--- src/rtl/vbg_pkg.sv ---
package vbg_pkg;

    // Common compare width; callers zero-extend their narrower fields.
    localparam int CMP_W = 16;
    typedef logic [CMP_W-1:0] cmp_t;

    // What a horizontal compare asks of the visible-region state.
    typedef enum logic [1:0] {
        HB_KEEP  = 2'd0,
        HB_OPEN  = 2'd1,
        HB_CLOSE = 2'd2
    } hb_evt_e;

    // Two counts fall in the same two-pixel pair.
    function automatic logic same_pair(cmp_t a, cmp_t b);
        return a[CMP_W-1:1] == b[CMP_W-1:1];
    endfunction

    // The opening limit takes priority when both limits share a pair.
    function automatic hb_evt_e classify(cmp_t cnt, cmp_t open_at, cmp_t close_at);
        if (same_pair(cnt, open_at))
            return HB_OPEN;
        else if (same_pair(cnt, close_at))
            return HB_CLOSE;
        else
            return HB_KEEP;
    endfunction

    // A line is blanked when it lies at or past the bottom limit or
    // before the top limit.
    function automatic logic line_dead(cmp_t ln, cmp_t bottom, cmp_t top);
        return (ln >= bottom) || (ln < top);
    endfunction

endpackage

--- src/rtl/vbg_pix_ctr.sv ---
module vbg_pix_ctr #(
    parameter int PIX_W = 10
) (
    input  logic             clk,
    input  logic             rst,
    input  logic             pix_en,
    input  logic             hs_ref,
    output logic             seen_q,
    output logic             seen_d,
    output logic [PIX_W-1:0] px_q,
    output logic [PIX_W-1:0] px_d
);

    localparam logic [PIX_W-1:0] PX_MAX = {PIX_W{1'b1}};

    always_comb begin
        seen_d = seen_q;
        px_d   = px_q;
        if (pix_en) begin
            if (hs_ref) begin
                seen_d = 1'b1;
                px_d   = '0;
            end else if (seen_q && (px_q != PX_MAX)) begin
                px_d = px_q + 1'b1;
            end
        end
    end

    always_ff @(posedge clk) begin
        if (rst) begin
            seen_q <= 1'b0;
            px_q   <= '0;
        end else begin
            seen_q <= seen_d;
            px_q   <= px_d;
        end
    end

endmodule

--- src/rtl/vbg_line_ctr.sv ---
module vbg_line_ctr #(
    parameter int LINE_W = 9
) (
    input  logic              clk,
    input  logic              rst,
    input  logic              line_tick,
    input  logic              fs_ref,
    output logic [LINE_W-1:0] ln_q,
    output logic [LINE_W-1:0] ln_d
);

    localparam logic [LINE_W-1:0] LN_MAX = {LINE_W{1'b1}};

    always_comb begin
        ln_d = ln_q;
        if (line_tick) begin
            if (fs_ref)
                ln_d = '0;
            else if (ln_q != LN_MAX)
                ln_d = ln_q + 1'b1;
        end
    end

    always_ff @(posedge clk) begin
        if (rst)
            ln_q <= '0;
        else
            ln_q <= ln_d;
    end

endmodule

--- src/rtl/vbg_blank_ctl.sv ---
module vbg_blank_ctl
    import vbg_pkg::*;
#(
    parameter int PIX_W  = 10,
    parameter int LINE_W = 9,
    parameter int HS_W   = 10,
    parameter int HE_W   = 8,
    parameter int VS_W   = 9,
    parameter int VE_W   = 8
) (
    input  logic              clk,
    input  logic              rst,
    input  logic              pix_en,
    input  logic              line_tick,
    input  logic              seen_d,
    input  logic [PIX_W-1:0]  px_d,
    input  logic [LINE_W-1:0] ln_d,
    input  logic [HS_W-1:0]   hb_start,
    input  logic [HE_W-1:0]   hb_end,
    input  logic [VS_W-1:0]   vb_start,
    input  logic [VE_W-1:0]   vb_end,
    output logic              blank_q
);

    logic    open_q;
    logic    open_d;
    logic    dead_line;
    logic    step;
    hb_evt_e evt;

    assign step      = pix_en && seen_d;
    assign evt       = classify(cmp_t'(px_d), cmp_t'(hb_end), cmp_t'(hb_start));
    assign dead_line = line_dead(cmp_t'(ln_d), cmp_t'(vb_start), cmp_t'(vb_end));

    always_comb begin
        open_d = open_q;
        if (step) begin
            if (line_tick)
                open_d = 1'b0;
            case (evt)
                HB_OPEN:  open_d = 1'b1;
                HB_CLOSE: open_d = 1'b0;
                default:  ;
            endcase
        end
        // Vertical blanking and the pre-sync state override every cycle.
        if (dead_line || !seen_d)
            open_d = 1'b0;
    end

    always_ff @(posedge clk) begin
        if (rst) begin
            open_q  <= 1'b0;
            blank_q <= 1'b1;
        end else begin
            open_q  <= open_d;
            blank_q <= ~open_d;
        end
    end

endmodule

--- src/rtl/vbg_out_pipe.sv ---
module vbg_out_pipe #(
    parameter int           W       = 20,
    parameter int           LAT     = 2,
    parameter logic [W-1:0] RST_VAL = '0
) (
    input  logic         clk,
    input  logic         rst,
    input  logic [W-1:0] d,
    output logic [W-1:0] q
);

    generate
        if (LAT == 0) begin : g_bypass
            assign q = d;
        end else begin : g_stages
            logic [W-1:0] stg [LAT];
            always_ff @(posedge clk) begin
                if (rst) begin
                    for (int i = 0; i < LAT; i++)
                        stg[i] <= RST_VAL;
                end else begin
                    stg[0] <= d;
                    for (int i = 1; i < LAT; i++)
                        stg[i] <= stg[i-1];
                end
            end
            assign q = stg[LAT-1];
        end
    endgenerate

endmodule

--- src/rtl/vid_blank_gen.sv ---
module vid_blank_gen #(
    parameter int PIX_W   = 10,
    parameter int LINE_W  = 9,
    parameter int HS_W    = 10,
    parameter int HE_W    = 8,
    parameter int VS_W    = 9,
    parameter int VE_W    = 8,
    parameter int OUT_LAT = 2
) (
    input  logic              clk,
    input  logic              rst,
    input  logic              pix_en,
    input  logic              hs_ref,
    input  logic              fs_ref,
    input  logic [HS_W-1:0]   hb_start_i,
    input  logic [HE_W-1:0]   hb_end_i,
    input  logic [VS_W-1:0]   vb_start_i,
    input  logic [VE_W-1:0]   vb_end_i,
    output logic              blank_o,
    output logic [PIX_W-1:0]  px_cnt_o,
    output logic [LINE_W-1:0] ln_cnt_o
);

    localparam int TUP_W = 1 + PIX_W + LINE_W;
    localparam logic [TUP_W-1:0] TUP_RST = {1'b1, {(PIX_W+LINE_W){1'b0}}};

    typedef struct packed {
        logic              blank;
        logic [PIX_W-1:0]  px;
        logic [LINE_W-1:0] ln;
    } tuple_t;

    logic              seen_q;
    logic              seen_d;
    logic [PIX_W-1:0]  px_q;
    logic [PIX_W-1:0]  px_d;
    logic [LINE_W-1:0] ln_q;
    logic [LINE_W-1:0] ln_d;
    logic              blank_core;
    logic              line_tick;
    tuple_t            core_tup;
    tuple_t            out_tup;

    assign line_tick = pix_en && hs_ref;

    vbg_pix_ctr #(.PIX_W(PIX_W)) u_pix (
        .clk    (clk),
        .rst    (rst),
        .pix_en (pix_en),
        .hs_ref (hs_ref),
        .seen_q (seen_q),
        .seen_d (seen_d),
        .px_q   (px_q),
        .px_d   (px_d)
    );

    vbg_line_ctr #(.LINE_W(LINE_W)) u_line (
        .clk       (clk),
        .rst       (rst),
        .line_tick (line_tick),
        .fs_ref    (fs_ref),
        .ln_q      (ln_q),
        .ln_d      (ln_d)
    );

    vbg_blank_ctl #(
        .PIX_W (PIX_W),
        .LINE_W(LINE_W),
        .HS_W  (HS_W),
        .HE_W  (HE_W),
        .VS_W  (VS_W),
        .VE_W  (VE_W)
    ) u_blank (
        .clk       (clk),
        .rst       (rst),
        .pix_en    (pix_en),
        .line_tick (line_tick),
        .seen_d    (seen_d),
        .px_d      (px_d),
        .ln_d      (ln_d),
        .hb_start  (hb_start_i),
        .hb_end    (hb_end_i),
        .vb_start  (vb_start_i),
        .vb_end    (vb_end_i),
        .blank_q   (blank_core)
    );

    assign core_tup = '{blank: blank_core, px: px_q, ln: ln_q};

    vbg_out_pipe #(
        .W      (TUP_W),
        .LAT    (OUT_LAT),
        .RST_VAL(TUP_RST)
    ) u_pipe (
        .clk (clk),
        .rst (rst),
        .d   (core_tup),
        .q   (out_tup)
    );

    assign blank_o  = out_tup.blank;
    assign px_cnt_o = out_tup.px;
    assign ln_cnt_o = out_tup.ln;

endmodule

--- config.mk ---
export PLATFORM = sky130hd
export DESIGN_NAME = vid_blank_gen
export DESIGN_NICKNAME = d
export VERILOG_FILES = /design/src/rtl/vbg_pkg.sv /design/src/rtl/vbg_pix_ctr.sv /design/src/rtl/vbg_line_ctr.sv /design/src/rtl/vbg_blank_ctl.sv /design/src/rtl/vbg_out_pipe.sv /design/src/rtl/vid_blank_gen.sv
export SDC_FILE = /design/constraint.sdc
export NUM_CORES = 1
export LEC_CHECK = 0
export BUFFER_PORTS_ARGS = -buffer_cell sky130_fd_sc_hd__buf_4
export CAP_MARGIN = 20
export CORE_ASPECT_RATIO = 2
export CORE_UTILIZATION = 50
export DETAILED_ROUTE_END_ITERATION = 8
export MAX_ROUTING_LAYER = met4
export PLACE_DENSITY_LB_ADDON = 0.2
export SYNTH_ARGS = -nofsm -noshare
export SYNTH_HDL_FRONTEND = slang
export SYNTH_SLANG_ARGS = --single-unit
--- constraint.sdc ---
create_clock -name clk -period 8.4 [get_ports clk]
set_input_delay 1.68 -clock clk [delete_from_list [all_inputs] [get_ports clk]]
set_output_delay 1.68 -clock clk [all_outputs]
set_load 0.01 [all_outputs]
==> metrics.txt <==
Top-Level Pins=60; H-tree Lvls=3; fin crit share=around three fifths; vias in the first global route=approximately 2200; Setup TNS=0 ns; peak supply drop=about 0.12 mV; vias=2517; post-cts resize count=0; Worst-path clk slew=0.05 ns; Routed WL per cell=12.7 um; Hold Vio Cnt, Final=0; nets=roughly 440; Overflow after GRT=0; Initial Util=51.4%; FF-to-FF path depth=13; Detailed Place HPWL=roughly 4.4 mm; initial antenna violation count=0; Final GP Congestion=between 0.8 and 0.9; synth warn=0; Total Routing Usage GR=around a fifth; WHS=roughly 0.42 ns; EDFF count, synth=0; most common cell in the netlist=dfxtp_1; share of cells above drive strength 1=between 20% and 30%; final WL=6.04 mm; HP Class=reg2reg; CTS Root Cell=clkbuf_16; chip width=58.7 um; DP Area=0.00354 sq mm; first-pass detailed-route iteration total=5; pin slew with the least headroom to its limit=between 0.9 and 1 ns; Critical Path RT=slightly below 9 ns; crit-path max FO=16; cell taking the most area after synthesis=dfxtp_1; critical path class=in2reg; Mean Syn Cell Area=9.15 sq um; Slew Limit Fails=0; Mapped Cells=about 350; max_slew headroom=between 30% and 40%; Synth Flop Type=dfxtp_1; Max Cap Viol=0; filler instances=between 500 and 600; CTS hold repair buffers=0; ys async rst share=0%; row cnt=41; fin util=approximately three fifths; DRC=0; final worst setup slack=between 3 and 4 ns; clk sinks=between 60 and 70; CP arrival=5.27 ns; CTS buffer count=9; Seq/Total Area, Yosys=~39%; DR vias/cell=around 5.3; Power Density=between 150 and 200 mW/mm^2; first-pass GRT wire length=slightly below 10 mm; Netlist cell types=60; syn_nets=approximately 400; clock buffer depth=2; Pleak=0.00170 uW; post-route cell area=around 0.0038 sq mm; Layout area overhead=18.6%; top post-synthesis cells by count=62 x dfxtp_1, 42 x nor2b_1, 24 x nor2_1, 19 x buf_4; post-place setup slack=slightly above 3 ns; unrepaired setup endpoints after global routing=false; n_diodes=0; Synth area leaders=dfxtp_1 39%, nor2b_1 8.2%, ha_1 7.0%, buf_4 4.4%, xor2_1 4.1%; setup violators final=0; TritonCTS clock tree=done; Peak Freq=200 MHz; Post-Syn Area=0.00322 sq mm; largest net degree at the start of global routing=57; share of the synthesized area in the top cell type=38.6%; Critical Path Sink Type=register; Worst Skew=roughly 0.0041 ns; clk_lat worst skew=0.32 ns; Tmin final=approximately 5 ns; worst hold stages=1; startpoint types=primary input; status=complete, no violations; die footprint=between 0.006 and 0.007 sq mm; Routed Antenna Nets=0; PortBufs=57; setup bufs post-CTS=0; core area=between 0.006 and 0.007 sq mm; starting DRC count in detailed routing=120; Die Y-Extent=between 100 and 150 um; Synth Register Bits=between 60 and 70
## worst paths after layout
check,slack (ns),startpoint,end
worst max-delay path,3.40,pix_en,u_blank.open_q
worst min-delay path,0.42,u_pipe.g_stages.stg[0][19],u_pipe.g_stages.stg[0][39]
worst max register to register,4.57,u_line.ln_q[0],u_blank.open_q
worst min register to register,0.42,u_pipe.g_stages.stg[0][19],u_pipe.g_stages.stg[0][39]
## sequential cells by signal, summed over array words and instances, names as in the netlist
name / cells
u_pix.px_q: 10
u_pix.seen_q: 1
u_blank.open_q: 1
u_pipe.g_stages.stg: 40
u_blank.blank_q: 1
u_line.ln_q: 9
## layout make-up
class,instances,area [sq um],share of cell area (%)
sequential,62,1240,32.5
tap,86,108,2.82
timing repair buffer,57,428,11.2
clock inverter,6,37.5,0.983
clock buffer,10,239,6.26
multi-input combinational,238,1700,44.4
inverter,18,67.6,1.77
## logic make-up after synthesis
family                   count (synthesis)  share of synthesized area (%)
XOR/XNOR                                21                           6.37
buffers and inverters                   52                           8.74
AND/OR/NAND/NOR                        138                           24.6
adder cells (fa/ha/maj)                 18                           7.00
AO/OA/AOI/OAI                           58                           13.7
flip-flops                              62                           38.6
multiplexers                             3                          0.972
## metrics by stage
step,power [uW],cells
after detailed placement,349,461
after global routing,700,477
final,673,477
after global placement,348,461
after CTS,680,477
after floorplan,328,352
## layout by cell type, fill, tap and decap left out, drive strengths merged, types with 5 or more instances in the layout
cell type	instances
a21oi	9
a31oi	8
and3	9
buf	57
clkbuf	10
clkinv	6
dfxtp	62
ha	18
inv	18
nand2	12
nand3	10
nand4	8
nor2	24
nor2b	42
nor3	13
o211ai	5
o21ai	10
xnor2	5
xor2	15
## power by group
part           switching (uW)  total, uW  internal, uW  leakage (uW)
Sequential               1.93        298           296      0.000500
Combinational            22.6       44.2          21.6       0.00106
Clock                     125        331           206      0.000142
## worst max-delay path, stage by stage
cell	delay (ns)
buf_4	0.14
nand2_1	0.29
nor2_1	0.83
a311oi_1	0.20
ha_1	0.37
and4_1	0.20
a2111oi_0	0.38
o31a_1	0.20
o21ai_0	0.11
or4b_1	0.55
nor4_2	0.19
or2_1	0.13
## per-layer routing
metal | vias up | track usage (%) | wire [um]
met4 | 0 | 10.8 | 200
met1 | 1141 | 21.2 | 2510
met3 | 16 | 4.46 | 243
met2 | 80 | 32.3 | 3090
met5 | - | - | 0
li1 | 1280 | - | -
Power figures use the tool's default switching activity.
